**src/rtl/irq_evt_pkg.sv**
```systemverilog
package irq_evt_pkg;
  localparam int NSRC  = 5;
  localparam int REG_W = 8;
  localparam int VEC_W = 8;

  // register bit position of each source (index 0 = highest priority)
  function automatic int src_bit(input int s);
    case (s)
      0: return 0;
      1: return 1;
      2: return 2;
      3: return 4;
      default: return 7;
    endcase
  endfunction

  function automatic logic [VEC_W-1:0] src_vec(input int s);
    case (s)
      0: return VEC_W'(8'h04);
      1: return VEC_W'(8'h08);
      2: return VEC_W'(8'h0C);
      3: return VEC_W'(8'h14);
      default: return VEC_W'(8'h20);
    endcase
  endfunction

  function automatic logic [REG_W-1:0] impl_mask();
    logic [REG_W-1:0] m;
    m = '0;
    for (int s = 0; s < NSRC; s++) m[src_bit(s)] = 1'b1;
    return m;
  endfunction
endpackage

```
**src/rtl/irq_flag_bank.sv**
```systemverilog
module irq_flag_bank
  import irq_evt_pkg::*;
#(
  parameter int N = NSRC,
  parameter int W = REG_W
) (
  input  logic         clk,
  input  logic         rst,
  input  logic [N-1:0] evt_i,
  input  logic         clr_i,
  input  logic [W-1:0] clr_mask_i,
  output logic [N-1:0] flag_nx_o,
  output logic [N-1:0] flag_q_o
);
  logic unused_mask_par;
  assign unused_mask_par = ^clr_mask_i;

  for (genvar g = 0; g < N; g++) begin : g_flag
    // set has priority over a same-cycle clear
    assign flag_nx_o[g] = evt_i[g] | (flag_q_o[g] & ~(clr_i & clr_mask_i[src_bit(g)]));

    always_ff @(posedge clk) begin
      if (rst) flag_q_o[g] <= 1'b0;
      else     flag_q_o[g] <= flag_nx_o[g];
    end

    assert_set_wins_R6: assert property (@(posedge clk) disable iff (rst)
      evt_i[g] |=> flag_q_o[g]);
    assert_clear_R6: assert property (@(posedge clk) disable iff (rst)
      (clr_i && clr_mask_i[src_bit(g)] && !evt_i[g]) |=> !flag_q_o[g]);
  end
endmodule

```
**src/rtl/irq_prio_enc.sv**
```systemverilog
module irq_prio_enc
  import irq_evt_pkg::*;
#(
  parameter int N  = NSRC,
  parameter int VW = VEC_W
) (
  input  logic [N-1:0]  pend_i,
  output logic          any_o,
  output logic [VW-1:0] vec_o
);
  always_comb begin
    any_o = |pend_i;
    vec_o = '0;
    for (int i = N - 1; i >= 0; i--) begin
      if (pend_i[i]) vec_o = VW'(src_vec(i));
    end
  end
endmodule

```
**src/rtl/irq_hold_seq.sv**
```systemverilog
module irq_hold_seq (
  input  logic clk,
  input  logic rst,
  input  logic hold_req_i,
  input  logic req_i,
  input  logic ret_i,
  output logic hold_o
);
  logic from_hold_q;

  always_ff @(posedge clk) begin
    if (rst) begin
      hold_o      <= 1'b0;
      from_hold_q <= 1'b0;
    end else if (hold_o && req_i) begin
      hold_o      <= 1'b0;
      from_hold_q <= 1'b1;
    end else if (ret_i && from_hold_q) begin
      hold_o      <= 1'b1;
      from_hold_q <= 1'b0;
    end else if (hold_req_i) begin
      hold_o <= 1'b1;
    end
  end

  assert_wake_R10: assert property (@(posedge clk) disable iff (rst)
    (hold_o && req_i) |=> !hold_o);
  assert_resleep_R11: assert property (@(posedge clk) disable iff (rst)
    (ret_i && from_hold_q) |=> hold_o);
  assert_ret_idle_R11: assert property (@(posedge clk) disable iff (rst)
    (ret_i && !from_hold_q && !hold_o && !hold_req_i) |=> !hold_o);
  assert_enter_R9: assert property (@(posedge clk) disable iff (rst)
    (hold_req_i && !(hold_o && req_i) && !from_hold_q) |=> hold_o);
endmodule

```
**src/rtl/irq_event_ctrl.sv**
```systemverilog
module irq_event_ctrl
  import irq_evt_pkg::*;
(
  input  logic             clk,
  input  logic             rst,
  input  logic [NSRC-1:0]  evt_i,
  input  logic             cmd_en_i,
  input  logic             cmd_dis_i,
  input  logic             ien_wr_i,
  input  logic [REG_W-1:0] ien_data_i,
  input  logic             flag_clr_i,
  input  logic [REG_W-1:0] flag_mask_i,
  input  logic             hold_req_i,
  input  logic             irq_ack_i,
  input  logic             irq_ret_i,
  output logic             irq_req_o,
  output logic [VEC_W-1:0] irq_vec_o,
  output logic             hold_o
);
  logic [NSRC-1:0]  flag_nx, flag_q;
  logic [NSRC-1:0]  ien_nx, ien_q;
  logic [NSRC-1:0]  pend_nx;
  logic             gie_nx, gie_q;
  logic             take;
  logic             any_nx;
  logic [VEC_W-1:0] vec_nx;
  logic             unused_ien_par;

  assign unused_ien_par = ^{ien_data_i, flag_q};

  irq_flag_bank #(.N(NSRC), .W(REG_W)) u_flags (
    .clk(clk), .rst(rst), .evt_i(evt_i),
    .clr_i(flag_clr_i), .clr_mask_i(flag_mask_i),
    .flag_nx_o(flag_nx), .flag_q_o(flag_q)
  );

  for (genvar g = 0; g < NSRC; g++) begin : g_ien
    assign ien_nx[g] = ien_wr_i ? ien_data_i[src_bit(g)] : ien_q[g];
  end

  assign take = irq_ack_i & irq_req_o;

  always_comb begin
    gie_nx = gie_q;
    if (cmd_en_i || ien_wr_i) gie_nx = 1'b1;
    if (cmd_dis_i)            gie_nx = 1'b0;
    if (take)                 gie_nx = 1'b0;
  end

  assign pend_nx = flag_nx & ien_nx & {NSRC{gie_nx}};

  irq_prio_enc #(.N(NSRC), .VW(VEC_W)) u_enc (
    .pend_i(pend_nx), .any_o(any_nx), .vec_o(vec_nx)
  );

  always_ff @(posedge clk) begin
    if (rst) begin
      ien_q     <= '0;
      gie_q     <= 1'b0;
      irq_req_o <= 1'b0;
      irq_vec_o <= '0;
    end else begin
      ien_q     <= ien_nx;
      gie_q     <= gie_nx;
      irq_req_o <= any_nx;
      if (any_nx) irq_vec_o <= vec_nx;
    end
  end

  irq_hold_seq u_hold (
    .clk(clk), .rst(rst), .hold_req_i(hold_req_i),
    .req_i(irq_req_o), .ret_i(irq_ret_i), .hold_o(hold_o)
  );

  assert_req_gated_R2: assert property (@(posedge clk) disable iff (rst)
    irq_req_o |-> (gie_q && (|(flag_q & ien_q))));
  assert_ack_inhibit_R3: assert property (@(posedge clk) disable iff (rst)
    (irq_ack_i && irq_req_o) |=> (!gie_q && !irq_req_o && $stable(irq_vec_o)));
  assert_disable_R4: assert property (@(posedge clk) disable iff (rst)
    cmd_dis_i |=> !gie_q);
  assert_enable_R5: assert property (@(posedge clk) disable iff (rst)
    ((cmd_en_i || ien_wr_i) && !cmd_dis_i && !(irq_ack_i && irq_req_o)) |=> gie_q);
  assert_vec_legal_R8: assert property (@(posedge clk) disable iff (rst)
    irq_req_o |-> (irq_vec_o == 8'h04 || irq_vec_o == 8'h08 || irq_vec_o == 8'h0C ||
                   irq_vec_o == 8'h14 || irq_vec_o == 8'h20));
endmodule

```
**config.mk**
```make
export PLATFORM = sky130hd
export DESIGN_NAME = irq_event_ctrl
export DESIGN_NICKNAME = d
export VERILOG_FILES = /design/src/rtl/irq_evt_pkg.sv /design/src/rtl/irq_flag_bank.sv /design/src/rtl/irq_prio_enc.sv /design/src/rtl/irq_hold_seq.sv /design/src/rtl/irq_event_ctrl.sv
export SDC_FILE = /design/constraint.sdc
export NUM_CORES = 1
export LEC_CHECK = 0
export ABC_AREA = 1
export BUFFER_PORTS_ARGS = -buffer_cell sky130_fd_sc_hd__buf_2
export CAP_MARGIN = 15
export CORE_MARGIN = 1.5
export CORE_UTILIZATION = 45
export DETAILED_ROUTE_END_ITERATION = 12
export GPL_TIMING_DRIVEN = 0
export PLACE_DENSITY = 0.75
export SLEW_MARGIN = 15
export SYNTH_ARGS = -nofsm -noshare
export SYNTH_HDL_FRONTEND = slang
export SYNTH_HIERARCHICAL = 1
export SYNTH_SLANG_ARGS = --single-unit
```
**constraint.sdc**
```tcl
create_clock -name clk -period 4.3 [get_ports clk]
set_input_delay 0.86 -clock clk [delete_from_list [all_inputs] [get_ports clk]]
set_output_delay 0.86 -clock clk [all_outputs]
set_load 0.02 [all_outputs]
```
==> results of run 1 <==
==> logic make-up after synthesis <==
family | after synthesis | synth area share, %
AND/OR/NAND/NOR | 80 | 32.0
buffers and inverters | 29 | 13.0
flip-flops | 22 | 44.6
AO/OA/AOI/OAI | 17 | 10.0
other | 1 | 0.379
==> path summary, 6_finish.rpt <==
kind         slack (ns)         start           end
max                2.26    flag_clr_i  irq_vec_o[0]
min                0.47  irq_vec_o[6]  irq_vec_o[6]
max reg2reg        2.61     irq_req_o  irq_vec_o[0]
min reg2reg        0.47  irq_vec_o[6]  irq_vec_o[6]
==> final cells by class <==
| type | instances | area, um^2 |
|---|---|---|
| Multi-Input combinational cell | 101 | 430 |
| Clock buffer | 3 | 22.5 |
| Sequential cell | 22 | 440 |
| Timing Repair Buffer | 33 | 165 |
| Fill cell | 200 | 801 |
| Tap cell | 27 | 33.8 |
| Inverter | 23 | 86.3 |
| Buffer | 6 | 42.5 |
==> layer usage <==
metal / global-route usage (%) / vias up / part of all wire (%)
met5: 0 / - / 0
li1: - / 518 / -
met4: 6.48 / 0 / 0.62
met2: 33.6 / 17 / 48
met1: 22.4 / 408 / 47
met3: 5.45 / 2 / 4.2
==> flip-flops by register name, indices dropped and copies added (netlist names) <==
name	flops
u_hold/from_hold_q	1
irq_req_o	1
ien_q	5
u_flags/flag_q_o	5
u_hold/hold_o	1
gie_q	1
irq_vec_o	8
==> stage by stage <==
step | utilization [%] | setup WS [ns] | hold slack (ns) | power, W | instance area (um^2)
CTS | 60.4 | 2.27 | 0.472 | 0.000410 | 1220
floorplan | - | 2.32 | 0.440 | 0.000290 | 1000
detailed placement | 59.3 | 1.92 | 0.452 | 0.000321 | 1200
finish | 60.4 | 2.26 | 0.467 | 0.000406 | 1220
global route | 60.4 | 2.08 | 0.497 | 0.000431 | 1220
global placement | 59.3 | 2.00 | 0.446 | 0.000318 | 1200
==> Yosys cell counts (all sizes together) <==
library cell | number | area (um^2)
a21oi | 16 | 91.3
buf | 6 | 42.5
clkinv | 1 | 3.75
conb | 1 | 3.75
dfxtp | 22 | 440
inv | 22 | 82.6
nand2 | 53 | 204
nand3 | 7 | 35.0
nor2 | 20 | 77.6
o21bai | 1 | 7.51
==> worst reg2reg max path: cells and delay by family, from the launching register on <==
family          cells  cell delay, ns
compound gates      2            0.22
buf+inv             2            0.37
flops               1            0.34
simple gates        5            0.65
==> report_power, final <==
group,switching (W),internal (W),total (W)
combinational,0.0000553,0.0000356,0.0000909
clock,0.0000568,0.0000327,0.0000895
sequential,0.00000607,0.000219,0.000225
==> reports/qor.csv, run 1 <==
stage;metric;value;unit
clock_tree;worst skew pair latency;0.30;ns
clock_tree;CTS tree;done;
drt;Vias/cell;4.40;
clock_tree;CTS Hold Bufs;0;
place;DP HPWL;1550;um
layout;number of nets in the layout;220;
clock_tree;clk slew on worst S/H paths;0.10;ns
floorplan;# rows;16;
synth;register area share after synthesis;44.6;%
critical_path;CP Data Required Time;4.49;ns
synth;Yosys reg bits;22;
grt;largest net degree at the start of global routing;14;
clock_tree;Longest Clk Path Bufs;2;
clock_tree;Num CTS Buffers;3;
critical_path;Critical Path Source Type;primary input;
clock_tree;post-CTS setup buffer count;0;
status;outcome;finished, final reports clean;
floorplan;die height;49.9;um
drt;Via Count;945;
critical_path;path depth of the worst reg2reg path;9;
place;RD Place Congestion;0.756;
sta;Final Skew;0.00645;ns
layout;ant diodes;0;
critical_path;WP data arrival;2.22;ns
drt;final wirelength;1950;um
sta;min Tclk post-route;2.04;ns
layout;Finished Layout Cells;215;
sta;Finish-stage setup viols;0;
synth;Syn Area/Cell;6.63;um^2
clock_tree;Resize count post-CTS;0;
critical_path;most used cell, CP;nand2_1;
layout;most frequent cells in the layout;51 x nand2_1, 34 x buf_2, 22 x dfxtp_1;
grt;grt ovf;0;
grt;initial antenna violation count;0;
floorplan;die area;2490;um^2
sta;FMAX;491;MHz
critical_path;Slowest cell on crit path;nor2_1;
critical_path;CP delay by family, top;simple AND/OR/NAND/NOR gates;
drt;Routed Antenna Nets;0;
place;placed insts;212;
grt;first-pass GRT wire length;3700;um
layout;leading cell type in the layout, fill and taps excluded;nand2_1;
sta;setup total negative slack;0;ns
clock_tree;clock sink count;22;
synth;synth warn;6;
drt;routed len/inst;9.07;um
floorplan;Initial Utilization;48.9;%
min_path;type of the worst min-delay path;reg2reg;
drt;DR iter-0 viols;9;
sta;Final Hold Fails;0;
critical_path;CP Max Fanout;9;
critical_path;CP Capture Type;register;
critical_path;Critical path buffers and inverters;3;
critical_path;crit-path cells;buf_2 > nand2_1 > nand2_1 > nand2_1 > nand3_1 > nor2_1 > nor2_1 > nand3_1 > buf_4 > clkinv_1 > nand2_1 > a21oi_1;
grt;total track usage;19.2;%
synth;Cell variety after synth;15;
sta;RSZ-0062 raised after global routing;no;
synth;Syn Std Cell Area;988;um^2
layout;synth-to-layout area growth;23.5;%
floorplan;Die Width;49.9;um
min_path;Hold Path Depth;2;
sta;Pins Over Slew Limit;0;
floorplan;CORE AREA;2020;um^2
power;worst vdd ir;251;uV
clock_tree;Root Buffer;clkbuf_4;
layout;layout cells sized above 1;26.1;%
grt;number of global-route vias before repair;942;
critical_path;WS Path Type;in2reg;
critical_path;CP peak stage delay;0.22;ns
critical_path;stages on the worst setup path;12;
power;pwr dens;332;nW/um^2
synth;Syn Inst Count;149;
power;Leak;0.665;nW
drt;Detailed Routing Iterations Pass 1;4;
sta;final period utilization;47.3;%
floorplan;Ports;40;
job;max-cap violations;0;
drt;DRC Markers;0;
place;# port buffers;33;
clock_tree;H-tree depth;1;
(Power assumes the default switching activity.)
==> run 2, diff against run 1 <==
--- a/config.mk
+++ b/config.mk
@@ -9,10 +9,10 @@
 export BUFFER_PORTS_ARGS = -buffer_cell sky130_fd_sc_hd__buf_2
 export CAP_MARGIN = 15
 export CORE_MARGIN = 1.5
-export CORE_UTILIZATION = 45
+export CORE_UTILIZATION = 42
 export DETAILED_ROUTE_END_ITERATION = 12
 export GPL_TIMING_DRIVEN = 0
-export PLACE_DENSITY = 0.75
+export PLACE_DENSITY = 0.74
 export SLEW_MARGIN = 15
 export SYNTH_ARGS = -nofsm -noshare
 export SYNTH_HDL_FRONTEND = slang
==> constraint.sdc (replaced) <==
create_clock -name clk -period 1.7 [get_ports clk]
set_input_delay 0.34 -clock clk [delete_from_list [all_inputs] [get_ports clk]]
set_output_delay 0.34 -clock clk [all_outputs]
set_load 0.02 [all_outputs]
==> run 2 against run 1 <==
- first-iteration DRC count up 89%
- highest routed layer unchanged
- register-to-register slack got worse by 2.5 ns
- power grew to 2.6 times the previous value
- via count is 3.5% higher
- sequential share of layout area shrank 1.3 points
- sequential cell count stayed put
- largest cell class is now multi-input combinational cells
- combinational power grew to 2.8 times the previous value
- hold slack worse by 0.19 ns
- non-clock buffer count rose by 2
==> reports/qor.csv, run 2 (synthesized netlist as in run 1, its figures left out) <==
stage;metric;value;unit;change
drt;DR iter-0 viols;17;;+8
layout;synth-to-layout area growth;28.6;%;
sta;setup total negative slack;0;ns;unchanged
critical_path;Slowest cell on crit path;dfxtp_2;;
drt;Routed Antenna Nets;0;;unchanged
critical_path;Critical path buffers and inverters;3;;unchanged
floorplan;CORE AREA;2210;um^2;+9.4%
grt;first-pass GRT wire length;3370;um;-9.0%
clock_tree;clock sink count;22;;unchanged
grt;met2 Usage GRT;31.0;%;-2.6 points
critical_path;WP data arrival;1.77;ns;-0.45 ns
clock_tree;Num CTS Buffers;3;;unchanged
layout;number of nets in the layout;222;;+0.91%
sta;hold slack;0.280;ns;-0.186 ns
sta;Final Skew;0.00168;ns;-0.00477 ns
power;pwr dens;825;nW/um^2;+150%
place;DP HPWL;1620;um;+4.7%
critical_path;CP Capture Type;register;;
drt;Vias/cell;4.49;;+2.1%
clock_tree;CTS tree;done;;
layout;final core utilization;57.5;%;-2.9 points
sta;Finish-stage setup viols;0;;unchanged
floorplan;Ports;40;;unchanged
clock_tree;Root Buffer;clkbuf_4;;
sta;FMAX;633;MHz;
critical_path;CP Data Required Time;1.89;ns;-2.60 ns
grt;largest net degree at the start of global routing;14;;unchanged
layout;layout cells sized above 1;30.0;%;+3.9 points
critical_path;crit-path cells;a21oi_1 > nand2_2 > nor2_1 > inv_1 > nand3_1 > buf_4 > inv_4 > nand2_1 > a21oi_1;;
clock_tree;H-tree depth;1;;unchanged
drt;final wirelength;2080;um;+6.7%
grt;met3 GRT Util;2.59;%;-2.9 points
place;Worst Setup Slack post-DPL;-0.154;ns;-2.08 ns
sta;final period utilization;92.9;%;
floorplan;die area;2650;um^2;+6.7%
min_path;type of the worst min-delay path;in2reg;;
layout;most frequent cells in the layout;51 x nand2_1, 34 x buf_2, 21 x inv_1, 21 x dfxtp_1, 15 x nor2_1;;
layout;Regs by FF count;irq_vec_o: 8 flops, ien_q: 5 flops, u_flags/flag_q_o: 5 flops;;
job;max-cap violations;0;;unchanged
clock_tree;CTS Hold Bufs;0;;unchanged
sta;setup ws final;0.120;ns;-2.14 ns
grt;grt ovf;0;;unchanged
floorplan;die height;51.5;um;+3.3%
grt;total track usage;17.0;%;-2.3 points
clock_tree;clk slew on worst S/H paths;0.11;ns;about the same
status;outcome;finished, final reports clean;;
clock_tree;worst skew pair latency;0.30;ns;about the same
layout;largest reg by FF count;irq_vec_o;;
drt;DRC Markers;0;;unchanged
floorplan;Die Width;51.5;um;+3.3%
floorplan;# rows;17;;+1
sta;Pins Over Slew Limit;0;;unchanged
layout;Finished Layout Cells;218;;+1.4%
sta;min Tclk post-route;1.58;ns;
power;worst vdd ir;535;uV;+110%
critical_path;most used cell, CP;a21oi_1;;
critical_path;Critical Path Source Type;register;;
grt;gr busiest metal;met2;;
drt;Via Count;978;;+3.5%
place;placed insts;213;;+0.47%
drt;routed len/inst;9.55;um;+5.2%
clock_tree;Longest Clk Path Bufs;2;;unchanged
critical_path;WS Path Type;reg2reg;;
layout;Largest register FFs;8;;unchanged
critical_path;CP Max Fanout;9;;unchanged
layout;ant diodes;0;;unchanged
sta;Final Hold Fails;0;;unchanged
critical_path;CP delay by family, top;simple AND/OR/NAND/NOR gates;;
grt;initial antenna violation count;0;;unchanged
drt;Detailed Routing Iterations Pass 1;4;;unchanged
power;Leak;0.680;nW;+2.2%
critical_path;CP peak stage delay;0.35;ns;+0.13 ns
floorplan;Initial Utilization;44.7;%;-4.2 points
layout;leading cell type in the layout, fill and taps excluded;nand2_1;;
place;RD Place Congestion;0.764;;+0.99%
place;# port buffers;33;;unchanged
grt;grt met1 use;19.7;%;-2.7 points
grt;number of global-route vias before repair;865;;-8.2%
run 2: layer usage:
| metal | share of wire [%] | vias to the layer above |
|---|---|---|
| li1 | - | 524 |
| met1 | 43 | 424 |
| met2 | 50 | 23 |
| met3 | 4.5 | 7 |
| met4 | 2.2 | 0 |
| met5 | 0 | - |
run 2: worst min-delay path: stages:
cell and delay [ns]:
buf_2 0.08, nor2_1 0.04, a21oi_2 0.10
run 2: repair_timing:
item | in CTS | in global routing
resized for setup | 1 | 10
buffers inserted | 0 | 2
pin swaps | 0 | 2
cloned | 0 | 0
endpoints found under the setup margin | 5 | 8
run 2: layout make-up:
class                      instances  area [um^2]
fill                             220          941
buffer                             6         42.5
tap                               28         35.0
sequential                        22          442
multi-input combinational        101          460
clock buffer                       3         22.5
inverter                          23         88.8
timing repair buffer              35          180
run 2: where the power goes:
part / total, W / switching (W) / leakage, nW / internal [W]
combinational: 0.000252 / 0.000154 / 0.484 / 0.0000977
clock: 0.000226 / 0.000143 / 0.0138 / 0.0000827
sequential: 0.000571 / 0.0000160 / 0.182 / 0.000555
total: 0.00105 / 0.000313 / 0.680 / 0.000735
run 2: per-stage QoR:
stage,cell area (um^2),power (W)
global placement,1200,0.000804
detailed placement,1200,0.000814
floorplan,1000,0.000734
CTS,1220,0.00104
finish,1270,0.00105
global route,1270,0.00111
run 2: final timing paths:
| path | endpoint | slack [ns] | startpoint | cells past startpoint |
|---|---|---|---|---|
| max | irq_vec_o[6] | 0.12 | irq_req_o | 9 |
| min | u_hold/hold_o | 0.28 | hold_req_i | 3 |
| min reg2reg | irq_vec_o[1] | 0.47 | irq_vec_o[1] | 2 |
| max reg2reg | irq_vec_o[6] | 0.12 | irq_req_o | 9 |
==> run 3, diff against run 2 <==
--- a/config.mk
+++ b/config.mk
@@ -5,14 +5,14 @@
 export SDC_FILE = /design/constraint.sdc
 export NUM_CORES = 1
 export LEC_CHECK = 0
-export ABC_AREA = 1
 export BUFFER_PORTS_ARGS = -buffer_cell sky130_fd_sc_hd__buf_2
 export CAP_MARGIN = 15
+export CORE_ASPECT_RATIO = 1.4
 export CORE_MARGIN = 1.5
-export CORE_UTILIZATION = 42
+export CORE_UTILIZATION = 43
 export DETAILED_ROUTE_END_ITERATION = 12
 export GPL_TIMING_DRIVEN = 0
-export PLACE_DENSITY = 0.74
+export PLACE_DENSITY = 0.75
 export SLEW_MARGIN = 15
 export SYNTH_ARGS = -nofsm -noshare
 export SYNTH_HDL_FRONTEND = slang
==> run 3 against run 2 <==
- highest routed layer unchanged
- via count fell by 14%
- combinational power rose by 2%
- synthesized area up 4.7%
- largest power group unchanged
==> reports/qor.csv, run 3 <==
stage;metric;value;unit;change
critical_path;WS Path Type;reg2reg;;
sta;Final Hold Fails;0;;unchanged
floorplan;CORE AREA;2230;um^2;+0.68%
synth;multiplexer share of the synthesized area;12.6;%;+13 points
synth;Post-synth top flop;dfxtp_1;;
sta;setup total negative slack;0;ns;unchanged
drt;DRC Markers;0;;unchanged
sta;min Tclk post-route;1.65;ns;+0.0712 ns
synth;top cells by area, synth;dfxtp_1 43%, mux2i_1 13%, nor2_1 7.6%, nor4b_2 7.3%, a21o_1 4.4%;;
synth;XOR/XNOR Fraction of Synth Area;0;%;unchanged
floorplan;die area;2710;um^2;+2.3%
layout;most frequent cells in the layout;32 x buf_2, 21 x nor2_1, 21 x dfxtp_1;;
drt;Vias/cell;5.05;;+13%
layout;Regs by FF count;irq_vec_o: 8 flops, ien_q: 5 flops, u_flags/flag_q_o: 5 flops;;
critical_path;CP delay by family, top;simple AND/OR/NAND/NOR gates;;
synth;synth warn;6;;unchanged
synth;largest family of logic cells by synthesized area;simple AND/OR/NAND/NOR gates;;
floorplan;Die Width;44.5;um;-14%
drt;final wirelength;1880;um;-9.7%
layout;Largest register FFs;8;;unchanged
synth;Synth Area in Simple Gates;24.8;%;-7.2 points
sta;RSZ-0062 raised after global routing;yes;;
drt;metal3 WL;88;um;-5.4%
floorplan;die height;61.0;um;+19%
layout;leading cell type in the layout, fill and taps excluded;buf_2;;
status;outcome;finished, final reports clean;;
floorplan;Initial Utilization;46.5;%;+1.8 points
floorplan;Ports;40;;unchanged
drt;Via Count;843;;-14%
synth;count leader, synth;dfxtp_1;;
drt;Detailed Routing Iterations Pass 1;6;;+2
clock_tree;CTS Hold Bufs;0;;unchanged
clock_tree;clk slew on worst S/H paths;0.12;ns;about the same
synth;register area share after synthesis;42.6;%;-2.0 points
critical_path;CP peak stage delay;0.35;ns;about the same
sta;Pins Over Slew Limit;0;;unchanged
clock_tree;clock sink count;22;;unchanged
layout;number of nets in the layout;176;;-21%
synth;Yosys reg bits;22;;unchanged
power;pwr dens;817;nW/um^2;-0.93%
critical_path;crit-path cells;a21o_4 > nor4b_4 > nor4_2 > nand2b_1 > buf_6 > mux2i_1 > nor2_1;;
synth;EDFF count, synth;0;;unchanged
floorplan;# rows;20;;+3
critical_path;WP data arrival;1.84;ns;+0.07 ns
layout;largest reg by FF count;irq_vec_o;;
synth;Syn Area/Cell;9.95;um^2;+50%
critical_path;Critical path buffers and inverters;1;;-2
drt;top routing layer used;met4;;
sta;Final Skew;0.00778;ns;+0.00610 ns
grt;total track usage;15.4;%;-1.5 points
critical_path;Slowest cell on crit path;nor4b_4;;
synth;area share of fa/ha/maj cells after synthesis;0;%;unchanged
place;RD Place Congestion;0.783;;+2.6%
critical_path;Critical Path Source Type;register;;
clock_tree;Longest Clk Path Bufs;2;;unchanged
grt;initial antenna violation count;0;;unchanged
synth;ys async rst share;0;%;unchanged
drt;Routed Antenna Nets;0;;unchanged
drt;DR iter-0 viols;20;;+3
layout;layout cells sized above 1;40.0;%;+10 points
grt;number of global-route vias before repair;819;;-5.3%
drt;M1 WL;792;um;-11%
min_path;type of the worst min-delay path;in2reg;;
drt;routed len/inst;11.3;um;+18%
place;# port buffers;31;;-6.1%
power;Leak;0.662;nW;-2.7%
critical_path;CP Data Required Time;1.89;ns;about the same
layout;ant diodes;0;;unchanged
clock_tree;Num CTS Buffers;3;;unchanged
place;DP HPWL;1480;um;-8.6%
clock_tree;Root Buffer;clkbuf_4;;
synth;Cell variety after synth;24;;+9
synth;Syn Inst Count;104;;-30%
synth;share of the synthesized area in the top cell type;42.6;%;-2.0 points
synth;Syn Std Cell Area;1030;um^2;+4.7%
synth;largest area contributor in the netlist;dfxtp_1;;
synth;compound-cell area share of the yosys netlist;11.6;%;+1.6 points
job;max-cap violations;0;;unchanged
clock_tree;H-tree depth;1;;unchanged
drt;met2 WL;988;um;-5.9%
grt;grt ovf;0;;unchanged
power;worst vdd ir;487;uV;-9.0%
grt;first-pass GRT wire length;3240;um;-3.7%
sta;Finish-stage setup viols;0;;unchanged
layout;final core utilization;60.5;%;+3.0 points
clock_tree;worst skew pair latency;0.30;ns;about the same
grt;largest net degree at the start of global routing;14;;unchanged
sta;final period utilization;97.1;%;+4.2 points
clock_tree;CTS tree;done;;
synth;Synth top cells by count;22 x dfxtp_1, 21 x nor2_1, 13 x mux2i_1;;
critical_path;CP Max Fanout;9;;unchanged
layout;synth-to-layout area growth;30.2;%;
sta;FMAX;606;MHz;-4.3%
critical_path;CP Capture Type;register;;
run 3: cell types whose count changed in the layout (fill, tap and decap cells not counted), sizes merged, moves of 2 or more:
cell	delta
a21oi	-15
nand2b	+2
nor3	+2
a21o	+6
nand2	-47
mux2i	+13
a311oi	+5
nor4b	+6
nand3	-7
inv	-18
run 3: worst paths after layout:
check                      from             endpoint  slack [ns]  depth (start not counted)
max                   irq_req_o         irq_vec_o[3]        0.05                          7
min              flag_mask_i[4]  u_flags/flag_q_o[3]        0.24                          2
max reg2reg           irq_req_o         irq_vec_o[3]        0.05                          7
min reg2reg  u_hold/from_hold_q   u_hold/from_hold_q        0.49                          2
run 3: through the flow:
step,total power (W),instances,setup slack [ns],hold WS (ns),cell area (um^2)
after floorplan,0.000740,107,-0.0171,0.409,1050
after global placement,0.000804,160,-0.202,0.472,1240
after detailed placement,0.000812,160,-0.259,0.485,1240
after CTS,0.00111,167,0.00236,0.228,1340
after global routing,0.00116,167,-0.0664,0.231,1350
final,0.00110,167,0.0492,0.237,1350
run 3: layout make-up:
cell class | instances | area (um^2)
Timing Repair Buffer | 34 | 190
Clock buffer | 4 | 36.3
Multi-Input combinational cell | 72 | 564
Buffer | 8 | 68.8
Tap cell | 22 | 27.5
Fill cell | 199 | 880
Inverter | 5 | 18.8
Sequential cell | 22 | 442
run 3: worst reg2reg max path: stages (launching register included):
cell and delay [ns]:
dfxtp_2 0.34, a21o_4 0.25, nor4b_4 0.35, nor4_2 0.10
nand2b_1 0.10, buf_6 0.15, mux2i_1 0.20, nor2_1 0.05
run 3: kinds of logic after synthesis:
kind of cell	after synthesis
flops	22
buf+inv	13
other cells	1
mux	13
simple gates	41
compound gates	14
run 3: metal layers:
layer  up-vias  GRT usage, %
li1        435             -
met1       384          18.7
met2        22          27.7
met3         2          2.05
met4         0          5.19
met5         -             0
run 3: power by group:
| group | switching, W | internal (W) |
|---|---|---|
| logic | 0.000129 | 0.000126 |
| clock network | 0.000146 | 0.000130 |
| registers | 0.0000172 | 0.000552 |
run 3: repair_timing:
item,4_1_cts,5_1_grt
pin swaps,5,3
gates resized for setup,4,3
setup buffers,3,0
endpoints found under the setup margin,8,9
